`config.mk`:
```
export PLATFORM = sky130hd
export DESIGN_NAME = usbh_fstate_ctrl
export DESIGN_NICKNAME = d
export VERILOG_FILES = /design/src/rtl/usbh_fs_pkg.sv /design/src/rtl/usbh_fs_frame_timer.sv /design/src/rtl/usbh_fs_regs.sv /design/src/rtl/usbh_fs_irq_route.sv /design/src/rtl/usbh_fstate_ctrl.sv
export SDC_FILE = /design/constraint.sdc
export NUM_CORES = 1
export LEC_CHECK = 0
export BUFFER_PORTS_ARGS = -buffer_cell sky130_fd_sc_hd__buf_2
export CAP_MARGIN = 20
export CORE_AREA = 2 2 55 57
export CTS_CLUSTER_SIZE = 30
export DETAILED_ROUTE_END_ITERATION = 7
export DIE_AREA = 0 0 57 59
export HOLD_SLACK_MARGIN = 0.08
export PLACE_DENSITY = 0.72
export SYNTH_ARGS = -nofsm -noshare
export SYNTH_HDL_FRONTEND = slang
export SYNTH_SLANG_ARGS = --single-unit
```
`constraint.sdc`:
```
create_clock -name clk -period 2.3 [get_ports clk]
set_input_delay 0.115 -clock clk [delete_from_list [all_inputs] [get_ports clk]]
set_output_delay 0.115 -clock clk [all_outputs]
set_load 0.05 [all_outputs]
```
`src/rtl/usbh_fs_pkg.sv`:
```
package usbh_fs_pkg;
  typedef enum logic [1:0] {
    FS_RESET   = 2'b00,
    FS_RESUME  = 2'b01,
    FS_OPER    = 2'b10,
    FS_SUSPEND = 2'b11
  } fstate_e;

  localparam int CTRL_BULK_BIT  = 0;
  localparam int CTRL_FS_LO     = 1;
  localparam int CTRL_ROUTE_BIT = 3;
  localparam int CTRL_RWAKE_BIT = 4;
  localparam int CTRL_USED_BITS = 5;
  localparam int STAT_SOF_BIT   = 0;
endpackage

```
`src/rtl/usbh_fs_frame_timer.sv`:
```
module usbh_fs_frame_timer #(
  parameter int FRAME_CYCLES = 48000
) (
  input  logic clk,
  input  logic hw_rst_n,
  input  logic in_oper,
  output logic sof
);
  localparam int CNT_W = (FRAME_CYCLES > 2) ? $clog2(FRAME_CYCLES) : 1;
  localparam logic [CNT_W-1:0] LAST = CNT_W'(FRAME_CYCLES - 1);

  logic [CNT_W-1:0] cnt;

  always_ff @(posedge clk or negedge hw_rst_n) begin
    if (!hw_rst_n)       cnt <= '0;
    else if (!in_oper)   cnt <= '0;
    else if (cnt == LAST) cnt <= '0;
    else                 cnt <= cnt + 1'b1;
  end

  assign sof = in_oper && (cnt == LAST);

  // strobe only while operational, and never in the first operational cycle
  a_r2_sof_only_oper: assert property (@(posedge clk) disable iff (!hw_rst_n)
    sof |-> in_oper);
  a_r2_no_sof_on_entry: assert property (@(posedge clk) disable iff (!hw_rst_n)
    $rose(in_oper) |-> !sof);
endmodule

```
`src/rtl/usbh_fs_regs.sv`:
```
module usbh_fs_regs
  import usbh_fs_pkg::*;
#(
  parameter int DATA_W = 8
) (
  input  logic              clk,
  input  logic              hw_rst_n,
  input  logic              sw_rst,
  input  logic              reg_wr,
  input  logic              reg_addr,
  input  logic [DATA_W-1:0] reg_wdata,
  output logic [DATA_W-1:0] reg_rdata,
  input  logic              resume_det,
  input  logic              sof,
  output fstate_e           state,
  output logic              bulk_en,
  output logic              bulk_frame,
  output logic              route_smi,
  output logic              sof_flag
);
  logic rwake;
  logic ctrl_wr, stat_wr;
  logic unused_wbits;

  assign ctrl_wr = reg_wr && (reg_addr == 1'b0);
  assign stat_wr = reg_wr && (reg_addr == 1'b1);
  assign unused_wbits = ^reg_wdata[DATA_W-1:CTRL_USED_BITS];

  always_ff @(posedge clk or negedge hw_rst_n) begin
    if (!hw_rst_n) begin
      state      <= FS_RESET;
      bulk_en    <= 1'b0;
      bulk_frame <= 1'b0;
      route_smi  <= 1'b0;
      rwake      <= 1'b0;
      sof_flag   <= 1'b0;
    end else if (sw_rst) begin
      state      <= FS_SUSPEND;
      bulk_en    <= 1'b0;
      bulk_frame <= 1'b0;
      sof_flag   <= 1'b0;
    end else begin
      if (ctrl_wr) begin
        state     <= fstate_e'(reg_wdata[CTRL_FS_LO +: 2]);
        bulk_en   <= reg_wdata[CTRL_BULK_BIT];
        route_smi <= reg_wdata[CTRL_ROUTE_BIT];
        rwake     <= reg_wdata[CTRL_RWAKE_BIT];
      end else if (state == FS_SUSPEND && resume_det) begin
        state <= FS_RESUME;
      end
      if (sof)                                  sof_flag <= 1'b1;
      else if (stat_wr && reg_wdata[STAT_SOF_BIT]) sof_flag <= 1'b0;
      if (sof) bulk_frame <= bulk_en;
    end
  end

  always_comb begin
    reg_rdata = '0;
    if (reg_addr == 1'b0) begin
      reg_rdata[CTRL_BULK_BIT]      = bulk_en;
      reg_rdata[CTRL_FS_LO +: 2]    = state;
      reg_rdata[CTRL_ROUTE_BIT]     = route_smi;
      reg_rdata[CTRL_RWAKE_BIT]     = rwake;
    end else begin
      reg_rdata[STAT_SOF_BIT]       = sof_flag;
    end
  end

  // software reset lands in suspend
  a_r4_swrst_suspend: assert property (@(posedge clk) disable iff (!hw_rst_n)
    sw_rst |=> (state == FS_SUSPEND));
  // without software action, the only state change is suspend -> resume
  a_r3_auto_from_suspend: assert property (@(posedge clk) disable iff (!hw_rst_n)
    (!ctrl_wr && !sw_rst && state != FS_SUSPEND) |=> $stable(state));
  // a strobe always leaves the flag set
  a_r8_flag_sets: assert property (@(posedge clk) disable iff (!hw_rst_n)
    (sof && !sw_rst) |=> sof_flag);
  // bulk frame flag only moves on a strobe or software reset
  a_r9_bulk_holds: assert property (@(posedge clk) disable iff (!hw_rst_n)
    (!sof && !sw_rst) |=> $stable(bulk_frame));
endmodule

```
`src/rtl/usbh_fs_irq_route.sv`:
```
module usbh_fs_irq_route #(
  parameter int N_EVT = 4
) (
  input  logic             clk,
  input  logic             hw_rst_n,
  input  logic [N_EVT-1:0] evt_in,
  input  logic             sof_flag,
  input  logic             route_smi,
  output logic             irq,
  output logic             smi
);
  logic pending;

  assign pending = (|evt_in) || sof_flag;
  assign irq = pending && !route_smi;
  assign smi = pending && route_smi;

  // the two interrupt outputs are exclusive
  a_r7_exclusive: assert property (@(posedge clk) disable iff (!hw_rst_n)
    !(irq && smi));
endmodule

```
`src/rtl/usbh_fstate_ctrl.sv`:
```
module usbh_fstate_ctrl
  import usbh_fs_pkg::*;
#(
  parameter int FRAME_CYCLES = 48000,
  parameter int DATA_W       = 8,
  parameter int N_EVT        = 4
) (
  input  logic              clk,
  input  logic              hw_rst_n,
  input  logic              sw_rst,
  input  logic              reg_wr,
  input  logic              reg_addr,
  input  logic [DATA_W-1:0] reg_wdata,
  output logic [DATA_W-1:0] reg_rdata,
  input  logic              resume_det,
  input  logic [N_EVT-1:0]  evt_in,
  output logic              sof_pulse,
  output logic              bulk_active,
  output logic              irq,
  output logic              smi,
  output logic              hub_rst,
  output logic              ds_rst_req
);
  fstate_e state;
  logic    bulk_en, route_smi, sof_flag;
  logic    hub_rst_q;

  usbh_fs_regs #(.DATA_W(DATA_W)) u_regs (
    .clk(clk), .hw_rst_n(hw_rst_n), .sw_rst(sw_rst),
    .reg_wr(reg_wr), .reg_addr(reg_addr), .reg_wdata(reg_wdata),
    .reg_rdata(reg_rdata), .resume_det(resume_det), .sof(sof_pulse),
    .state(state), .bulk_en(bulk_en), .bulk_frame(bulk_active),
    .route_smi(route_smi), .sof_flag(sof_flag)
  );

  usbh_fs_frame_timer #(.FRAME_CYCLES(FRAME_CYCLES)) u_timer (
    .clk(clk), .hw_rst_n(hw_rst_n), .in_oper(state == FS_OPER), .sof(sof_pulse)
  );

  usbh_fs_irq_route #(.N_EVT(N_EVT)) u_route (
    .clk(clk), .hw_rst_n(hw_rst_n), .evt_in(evt_in), .sof_flag(sof_flag),
    .route_smi(route_smi), .irq(irq), .smi(smi)
  );

  always_ff @(posedge clk or negedge hw_rst_n) begin
    if (!hw_rst_n) hub_rst_q <= 1'b1;
    else           hub_rst_q <= 1'b0;
  end

  assign hub_rst    = hub_rst_q;
  assign ds_rst_req = (state == FS_RESET);

  // the root-hub request ends after the first edge out of reset
  a_r5_hub_rst_ends: assert property (@(posedge clk) disable iff (!hw_rst_n)
    1'b1 |=> !hub_rst);
  // downstream reset request drops once the machine leaves reset
  a_r6_ds_release: assert property (@(posedge clk) disable iff (!hw_rst_n)
    (ds_rst_req && reg_wr && !reg_addr && reg_wdata[2:1] != 2'b00 && !sw_rst)
      |=> !ds_rst_req);
endmodule

```
==> results.tsv, run 1 <==
stage	metric	value	unit
finish	most-common-layout-cells	buf_2, dfrtp_1, nor2_1	
synth	syn_inst	128	
timing	hold_ws	281	ps
routing	first_pass_iters	4	
finish	antenna-diode-count	0	
routing	wirelength	2520	microns
synth	synth-seq-cells	24	
worst_setup_path	critPathMaxFanout	6	
power	power.clock.fraction	0.335	
power	power.density	582	nW/um^2
grt	antenna_found_initial	0	
worst_setup_path	crit_type	flip-flop to output pin	
placement	io_buffers	25	
routing	drt-initial-drc-count	23	
worst_setup_path	critPathCaptureType	output pin	
routing	via_count	1041	
power	switching_share	0.264	
finish	drive_above_1_share	0.226	
run_status	status	finished, final reports clean	
power	leakage	0.670	nW
job	maxCapViolCount	0	
clock_network	clk_latency	310	ps
power	pwr-share-seq	0.495	
synth	yosysSeqAreaShare	0.496	
clock_network	htreeDepth	1	
synth	avgSynthCellArea	9.48	sq um
routing	drc	0	
worst_setup_path	cp_cell_sequence	or4b_1, or4_4, nor2_2, buf_6	
die	ioPinCount	32	
synth	synth_edf_count	0	
power	power.internal	0.000658	W
clock_network	cts_tree	yes	
worst_setup_path	crit_slowest_cell	or4b_1	
timing	period_needed	2220	ps
finish	fill_cells	253	
grt	grt_util_all_layers	0.169	
routing	post_drt_wl_per_cell	12.7	microns
clock_network	cts_buffers	3	
finish	final_cells	199	
die	die-height	59	microns
grt	grt_pass1_vias	1093	
die	die-area	3360	sq um
placement	dp.cells	184	
finish	layout_commonest_cell	buf_2	
routing	ant_nets	0	
clock_network	clk_pin_slew	130	ps
synth	synthDistinctLibCells	30	
min_path	hp-class	input port to asynchronous set/reset pin	
clock_network	cts.sinks	24	
placement	hpwl	1780	microns
worst_setup_path	startpoint_type	flip-flop	
placement	place.gp.congestion	0.760	
synth	ys.flop_type	dfrtp_1	
routing	viasPerCell	5.23	
synth	syn-cell-area	1210	sq um
finish	fin_nets	188	
worst_setup_path	r2r_cells	4	
timing	worstMarginPinSlew	516	ps
finish	syn_to_final_growth	26.8	%
die	rows	19	
die	start_util	0.448	
worst_setup_path	arrival	2110	ps
worst_setup_path	required	2180	ps
timing	finalCritPeriodShare	0.966	
synth	yosys_warnings	0	
die	die_x	57	microns
power	ir_drop	0.478	mV
timing	finalHoldViolations	0	
grt	grt_pass1_wl	4470	microns
timing	finClkSkew	11.4	ps
worst_setup_path	max_stage_delay	540	ps
clock_network	cts_root_buf	clkbuf_4	
synth	async_flop_share	1.00	
timing	max_slew_margin	0.656	
clock_network	cts_max_path_buffers	2	
timing	fmax	450	MHz
grt	grt_start_max_net_pins	25	
grt	grt_overflow	0	
power	netSwitchingPower	0.000237	W
timing	setup_viol	0	
power	pwr-share-comb	0.170	
die	core-area	2710	sq um
timing	slew_violations	0	
==> sequential cells by signal, summed over array words and instances, names as in the netlist <==
| signal | count |
|---|---|
| u_regs.rwake | 1 |
| u_regs.bulk_en | 1 |
| u_regs.sof_flag | 1 |
| u_regs.bulk_frame | 1 |
| u_regs.route_smi | 1 |
| u_regs.state | 2 |
| u_timer.cnt | 16 |
| hub_rst | 1 |
==> critical path: cells and delay by family, from the launching register on <==
kind	cells	cell delay [ps]
DFF	1	400
buffers and inverters	1	170
and+or+nand+nor	3	1220
==> cells in the mapped netlist (all sizes together), types with 3 or more instances <==
| cell | n | area, sq um |
|---|---|---|
| nor2b | 7 | 43.8 |
| nand4 | 7 | 43.8 |
| nand3 | 9 | 45.0 |
| nor4 | 3 | 18.8 |
| o21ai | 3 | 15.0 |
| dfrtp | 23 | 576 |
| nand2 | 9 | 33.8 |
| or4 | 3 | 26.3 |
| inv | 4 | 15.0 |
| xor2 | 4 | 35.0 |
| buf | 4 | 27.5 |
| nor2 | 22 | 82.6 |
| xnor2 | 9 | 78.8 |
==> what timing repair did <==
action	in CTS	in global routing
hold endpoints to repair	30	0
hold buffers	9	0
setup buffers	1	1
pin swaps	0	0
cloned	0	0
resized for setup	1	2
setup endpoints to repair	1	1
==> stage by stage <==
step / worst slack, ps / TNS, ps / area [sq um] / util / power (W)
3_5_place_dp: 253 / 0 / 1370 / 0.506 / 0.000591
4_1_cts: 50.5 / 0 / 1530 / 0.563 / 0.000905
3_3_place_gp: 287 / 0 / 1370 / 0.506 / 0.000587
2_1_floorplan: 107 / 0 / 1220 / - / 0.000550
5_1_grt: -6.08 / -6.08 / 1540 / 0.568 / 0.000941
6_report: 77.5 / 0 / 1540 / 0.568 / 0.000895
==> kinds of logic after synthesis <==
kind of cell	count (synthesis)	share of synthesized area
AOI/OAI and AO/OA	7	0.0320
buffers and inverters	9	0.0381
other	1	0.00309
and+or+nand+nor	69	0.292
adders and majority gates	1	0.0103
muxes	4	0.0351
xor gates and xnor gates	13	0.0938
DFF	24	0.496
==> routing by layer <==
| metal | global-route usage | vias up | part of all wire |
|---|---|---|---|
| met4 | 0.0598 | 0 | 0.0087 |
| met2 | 0.310 | 30 | 0.50 |
| met5 | 0 | - | 0 |
| li1 | - | 511 | - |
| met3 | 0.0262 | 4 | 0.051 |
| met1 | 0.202 | 496 | 0.44 |
==> power by group through the flow <==
stage / combinational [W] / sequential, W / clock, W
2_1_floorplan: 0.0000980 / 0.000452 / 0
3_3_place_gp: 0.000137 / 0.000450 / 0
3_5_place_dp: 0.000140 / 0.000451 / 0
4_1_cts: 0.000152 / 0.000443 / 0.000309
5_1_grt: 0.000162 / 0.000446 / 0.000332
6_report: 0.000153 / 0.000443 / 0.000299
==> final timing paths <==
| check | from | end | slack (ps) |
|---|---|---|---|
| max | u_timer.cnt[7] | sof_pulse | 80 |
| min | hw_rst_n | u_timer.cnt[15] | 280 |
| max reg2reg | u_timer.cnt[7] | u_regs.bulk_frame | 290 |
| min reg2reg | u_timer.cnt[0] | u_timer.cnt[0] | 520 |
| max in group asynchronous | hw_rst_n | hub_rst | 1660 |
| min in group clk | reg_addr | u_regs.sof_flag | 310 |
==> cell type report <==
type                    count  area [sq um]  share of cell area
clock inverters             1          30.0              0.0195
well taps                  31          38.8              0.0252
clock buffers               3          22.5              0.0146
repair buffers             38           251               0.163
multi-input cells          98           579               0.376
flip-flops and latches     24           602               0.391
inverters                   4          15.0             0.00976
Power figures use the tool's default switching activity.
==> inputs of run 2 (changes only) <==
==> constraint.sdc (replaced) <==
create_clock -name clk -period 2.7 [get_ports clk]
set_input_delay 0.135 -clock clk [delete_from_list [all_inputs] [get_ports clk]]
set_output_delay 0.135 -clock clk [all_outputs]
set_load 0.05 [all_outputs]
==> run 2 against run 1 <==
Clock skew down 6.3 ps. Sequential power is 15% lower. Die area is the same. Combinational power shrank 18%. Sequential share of layout area grew 1.6 points. Non-clock buffer count down 6. Clock power shrank 13%. Critical path type unchanged. Critical endpoint unchanged. Largest power group unchanged.
==> results.tsv, run 2 (synthesis results as in run 1) <==
stage	metric	value	unit
routing	viasPerCell	5.27	
worst_setup_path	cp_cell_sequence	ha_1, nand4_1, or4_4, nor2_1, buf_2	
timing	max_slew_margin	0.646	
finish	postLayoutCellArea	1480	sq um
die	start_util	0.448	
worst_setup_path	crit_slowest_cell	or4_4	
finish	seq_area	602	sq um
min_path	hp-class	input port to flip-flop	
grt	grt_start_max_net_pins	25	
finish	fin_nets	182	
die	die_x	57	microns
routing	drt-initial-drc-count	12	
clock_network	cts_max_path_buffers	2	
timing	finClkSkew	5.13	ps
routing	ant_nets	0	
clock_network	cts_root_buf	clkbuf_4	
die	die-area	3360	sq um
die	ioPinCount	32	
timing	setup_viol	0	
worst_setup_path	startpoint_type	flip-flop	
clock_network	clk_pin_slew	140	ps
placement	place.gp.congestion	0.748	
finish	most-common-layout-cells	buf_2, dfrtp_1, nor2_1	
finish	multi_input_area	577	sq um
clock_network	clk_latency	320	ps
timing	period_needed	2380	ps
grt	grt_util_all_layers	0.167	
grt	antenna_found_initial	0	
grt	grt_pass1_vias	1034	
finish	drive_above_1_share	0.204	
worst_setup_path	critPathCaptureType	output pin	
timing	finalHoldViolations	0	
timing	rsz0062_at_grt	no	
worst_setup_path	crit_type	flip-flop to output pin	
finish	fill_cells	245	
power	power.density	517	nW/um^2
routing	drc	0	
worst_setup_path	required	2570	ps
worst_setup_path	max_stage_delay	650	ps
timing	fmax	420	MHz
run_status	status	finished, final reports clean	
power	leakage	0.641	nW
finish	final_cells	193	
finish	antenna-diode-count	0	
job	maxCapViolCount	0	
routing	wirelength	2470	microns
timing	slew_violations	0	
grt	grt_pass1_wl	4390	microns
clock_network	cts.sinks	24	
timing	finalCritPeriodShare	0.881	
grt	grt_overflow	0	
finish	syn_to_final_growth	22.0	%
die	rows	19	
clock_network	cts_setup_buffers	0	
worst_setup_path	critPathMaxFanout	6	
worst_setup_path	cp.buffers_inverters	1	
power	total_power	0.000765	W
routing	post_drt_wl_per_cell	12.8	microns
timing	worstMarginPinSlew	531	ps
finish	registers.top_by_ff_count	u_timer.cnt	
placement	dpl-instance-area	1360	sq um
timing	totalNegativeSetupSlack	0	ps
placement	io_buffers	25	
placement	hpwl	1780	microns
die	core-area	2710	sq um
die	die-height	59	microns
clock_network	htreeDepth	1	
clock_network	cts_buffers	3	
finish	largest_registers	u_timer.cnt x16, u_regs.state x2	
worst_setup_path	arrival	2240	ps
finish	largest_reg_flops	16	
routing	first_pass_iters	2	
placement	dp.cells	182	
clock_network	cts_tree	yes	
routing	via_count	1018	
finish	layout_commonest_cell	buf_2	
worst_setup_path	crit_family	simple AND/OR/NAND/NOR gates	
power	ir_drop	0.358	mV
[run 2: cell count changes in the layout (fill, tap and decap cells not counted)]
cell / delta
buf_2: +1
buf_4: -4
buf_6: -1
dlygate4sd3_1: -2
nor2_1: +1
nor2_2: -1
[run 2: final cells by class]
cell class / instances / share of cell area
clock inverter: 1 / 0.0203
sequential: 24 / 0.407
inverter: 4 / 0.0101
clock buffer: 3 / 0.0152
multi-input combinational: 98 / 0.390
tap: 31 / 0.0262
timing repair buffer: 32 / 0.132
[run 2: worst paths after layout]
path | start | to | slack, ps | depth (start not counted)
worst max-delay path | u_timer.cnt[0] | sof_pulse | 320 | 5
worst min-delay path | reg_wdata[0] | u_regs.bulk_en | 100 | 3
worst max register to register | u_timer.cnt[0] | u_timer.cnt[10] | 510 | 5
worst min register to register | u_timer.cnt[0] | u_timer.cnt[0] | 530 | 1
max in group asynchronous | hw_rst_n | hub_rst | 2030 | 2
min in group asynchronous | hw_rst_n | u_timer.cnt[4] | 300 | 2
[run 2: per-stage QoR]
stage	hold slack, ps	setup slack, ps	utilization
final	101	320	0.546
after global routing	102	179	0.546
after CTS	104	323	0.546
after detailed placement	155	518	0.501
after global placement	140	554	0.501
after floorplan	-161	487	-
[run 2: repair_timing]
item / CTS / global route
resized for setup: 0 / 0
hold endpoints to repair: 30 / 0
hold buffers: 7 / 0
setup endpoints to repair: 0 / 0
[run 2: tightest hold or removal path: stages]
cell and delay [ps]:
buf_2 90, mux2i_1 60, nor2_1 100
[run 2: per-layer routing]
layer,wire [microns],global-route usage
met2,1260,0.305
met5,0,0
met1,1080,0.197
met4,44,0.0764
met3,83,0.0218
[run 2: where the power goes]
part	internal (W)	total [W]	switching, W
registers	0.000370	0.000378	0.00000806
clock network	0.000150	0.000261	0.000111
logic	0.0000382	0.000126	0.0000883
==> inputs of run 3 (changes only) <==
--- a/config.mk
+++ b/config.mk
@@ -7,12 +7,13 @@
 export LEC_CHECK = 0
 export BUFFER_PORTS_ARGS = -buffer_cell sky130_fd_sc_hd__buf_2
 export CAP_MARGIN = 20
-export CORE_AREA = 2 2 55 57
+export CORE_AREA = 2 2 57 59
 export CTS_CLUSTER_SIZE = 30
 export DETAILED_ROUTE_END_ITERATION = 7
-export DIE_AREA = 0 0 57 59
+export DIE_AREA = 0 0 59 61
 export HOLD_SLACK_MARGIN = 0.08
-export PLACE_DENSITY = 0.72
+export PLACE_DENSITY = 0.7
 export SYNTH_ARGS = -nofsm -noshare
 export SYNTH_HDL_FRONTEND = slang
+export SYNTH_HIERARCHICAL = 1
 export SYNTH_SLANG_ARGS = --single-unit
==> run 3 against run 2 <==
Sequential power about the same. Global-route usage down 1.3 points. Combinational power up 7%. Maximum frequency up 15%. Synthesized cell count down 3.1%. Die area up 7.0%.
==> results.tsv, run 3 <==
stage	metric	value	unit
synth	synthDistinctLibCells	37	
synth	syn-cell-area	1290	sq um
clock_network	cts_setup_buffers	0	
power	ir_drop	0.205	mV
synth	synth_top_area_cell	dfrtp_1	
die	die-area	3600	sq um
worst_setup_path	cp_cell_sequence	ha_1, nand4b_1, nor4_2, and2_1, buf_2	
worst_setup_path	crit_type	flip-flop to output pin	
finish	seq_area	602	sq um
power	pwr-share-comb	0.174	
timing	timing.final.ws_setup	627	ps
die	ioPinCount	32	
worst_setup_path	r2r_cells	6	
synth	ys.flop_type	dfrtp_1	
timing	totalNegativeSetupSlack	0	ps
power	netSwitchingPower	0.000211	W
finish	drive_above_1_share	0.299	
power	switching_share	0.272	
timing	finalCritPeriodShare	0.768	
routing	post_drt_wl_per_cell	13.3	microns
routing	wirelength	2520	microns
die	die-height	61	microns
clock_network	cts_root_buf	clkbuf_4	
grt	grt_start_max_net_pins	25	
routing	via_count	991	
finish	fin_nets	177	
timing	period_needed	2070	ps
worst_setup_path	worst-path-stages	5	
timing	fmax	482	MHz
synth	synth-seq-cells	24	
worst_setup_path	rrSetupSlack	1030	ps
power	pwr-share-seq	0.488	
timing	max_slew_margin	0.643	
finish	layout_commonest_cell	buf_2	
worst_setup_path	cp-endpoint	sof_pulse	
synth	yosysSeqAreaShare	0.467	
grt	grt_pass1_vias	1015	
clock_network	clk_latency	320	ps
synth	yosys_warnings	6	
run_status	status	finished, final reports clean	
routing	first_pass_iters	6	
worst_setup_path	cp.buffers_inverters	1	
clock_network	htreeDepth	1	
timing	worstMarginPinSlew	536	ps
power	power.internal	0.000564	W
finish	largest_registers	u_timer/cnt x16, u_regs/state x2	
placement	hpwl	1740	microns
die	core-area	2950	sq um
worst_setup_path	r2r-start	u_timer/cnt[0]	
clock_network	postCtsResizedCells	0	
synth	synth_commonest_cells	dfrtp_1, nor2_1, nand2_1, nand3_1, xnor2_1	
power	power.density	503	nW/um^2
worst_setup_path	critPathMaxFanout	5	
timing	rsz0062_at_grt	no	
grt	grt_overflow	0	
worst_setup_path	max_stage_delay	400	ps
synth	netlist.area_leader.share	0.447	
timing	slew_violations	0	
finish	fill_cells	266	
routing	viasPerCell	5.22	
clock_network	cts_buffers	3	
placement	place.gp.congestion	0.745	
timing	finClkSkew	5.22	ps
grt	grt_util_all_layers	0.155	
synth	async_flop_share	1.00	
power	power.clock.fraction	0.338	
worst_setup_path	setup.worst_path.start	u_timer/cnt[0]	
finish	syn_to_final_growth	19.6	%
finish	multi_input_area	644	sq um
clock_network	cts.sinks	24	
clock_network	cts-hold-fix-buffers	6	
routing	ant_nets	0	
die	die_x	59	microns
finish	antenna-diode-count	0	
worst_setup_path	reg2reg_to	u_regs/bulk_frame	
clock_network	cts_max_path_buffers	2	
die	rows	20	
min_path	hp-class	input port to flip-flop	
finish	largest_reg_flops	16	
finish	most-common-layout-cells	buf_2, dfrtp_1, nor2_1	
timing	finalHoldViolations	0	
synth	synthTopCellsByArea	dfrtp_1, nor2_1, xnor2_1, xor2_1, and2b_2	
synth	synth_most_common_cell	dfrtp_1	
job	maxCapViolCount	0	
synth	synth_edf_count	0	
power	leakage	0.700	nW
worst_setup_path	crit_slowest_cell	dfrtp_1	
grt	antenna_found_initial	0	
die	start_util	0.436	
grt	grt_pass1_wl	4130	microns
clock_network	cts_tree	yes	
routing	drt-initial-drc-count	37	
clock_network	clk_pin_slew	130	ps
placement	io_buffers	25	
worst_setup_path	arrival	1940	ps
finish	registers.top_by_ff_count	u_timer/cnt	
synth	avgSynthCellArea	10.4	sq um
worst_setup_path	startpoint_type	flip-flop	
worst_setup_path	critPathCaptureType	output pin	
placement	dp_slack	974	ps
synth	syn_inst	124	
timing	setup_viol	0	
routing	drc	0	
worst_setup_path	required	2570	ps
worst_setup_path	crit_family	simple AND/OR/NAND/NOR gates	
==> run 3: cell types whose count changed after synthesis, moves of 3 or more <==
| cell | change |
|---|---|
| nor2b_1 | -7 |
| nand4_1 | -3 |
| and2b_2 | +4 |
| nor2_1 | -5 |
| and2_1 | +4 |
==> run 3: worst min path at each step <==
stage / cells past startpoint / end / slack [ps] / start
after floorplan: 0 / u_regs/bulk_en / -160 / hw_rst_n
after global routing: 4 / u_regs/state[1] / 80 / resume_det
after CTS: 4 / u_regs/state[1] / 80 / resume_det
after global placement: 1 / u_regs/state[1] / 130 / hw_rst_n
after detailed placement: 1 / u_regs/state[1] / 150 / hw_rst_n
final: 3 / u_regs/bulk_en / 80 / reg_wdata[0]
==> run 3: per-layer routing <==
metal | vias to the layer above | part of all wire | track usage
met5 | - | 0 | 0
met4 | 0 | 0.012 | 0.0877
met3 | 4 | 0.049 | 0.0277
met2 | 28 | 0.52 | 0.289
met1 | 477 | 0.42 | 0.163
li1 | 482 | - | -
==> run 3: final cells by class <==
cell class,count,share of cell area
multi-input combinational,94,0.418
sequential,24,0.391
timing repair buffer,31,0.120
tap,33,0.0268
clock inverter,1,0.0195
clock buffer,3,0.0146
inverter,4,0.00975
==> run 3: metrics by stage <==
step           instances  cell area [sq um]  hold WS (ps)   util  power, W
6_report             190               1540          82.2  0.522  0.000775
5_1_grt              190               1540          82.0  0.522  0.000807
4_1_cts              190               1540          80.2  0.522  0.000782
3_5_place_dp         180               1430           152  0.483  0.000512
3_3_place_gp         180               1430           135  0.483  0.000510
2_1_floorplan        126               1290          -161      -  0.000479
==> run 3: power by group through the flow <==
stage / Sequential (W) / Clock [W] / Combinational, W
after floorplan: 0.000386 / 0 / 0.0000932
after global placement: 0.000383 / 0 / 0.000126
after detailed placement: 0.000385 / 0 / 0.000128
after CTS: 0.000378 / 0.000270 / 0.000135
after global routing: 0.000379 / 0.000284 / 0.000144
final: 0.000378 / 0.000262 / 0.000135
==> run 3: cell families (layout without fill, tap and decap cells) <==
logic type	after synthesis	in the layout	synth area share
compound gates	8	8	0.0369
xor+xnor	12	12	0.0816
fa+ha+maj	1	1	0.00972
buf+inv	8	39	0.0379
flops	24	24	0.467
mux	6	6	0.0554
other cells	2	4	0.00583
simple gates	63	63	0.305
==> run 3: worst reg2reg max path, delay by kind of cell, from the launching register on <==
family                   cells  cell delay, ps
adder cells (fa/ha/maj)      1             260
multiplexers                 1             200
flip-flops                   1             400
AND/OR/NAND/NOR              4             730
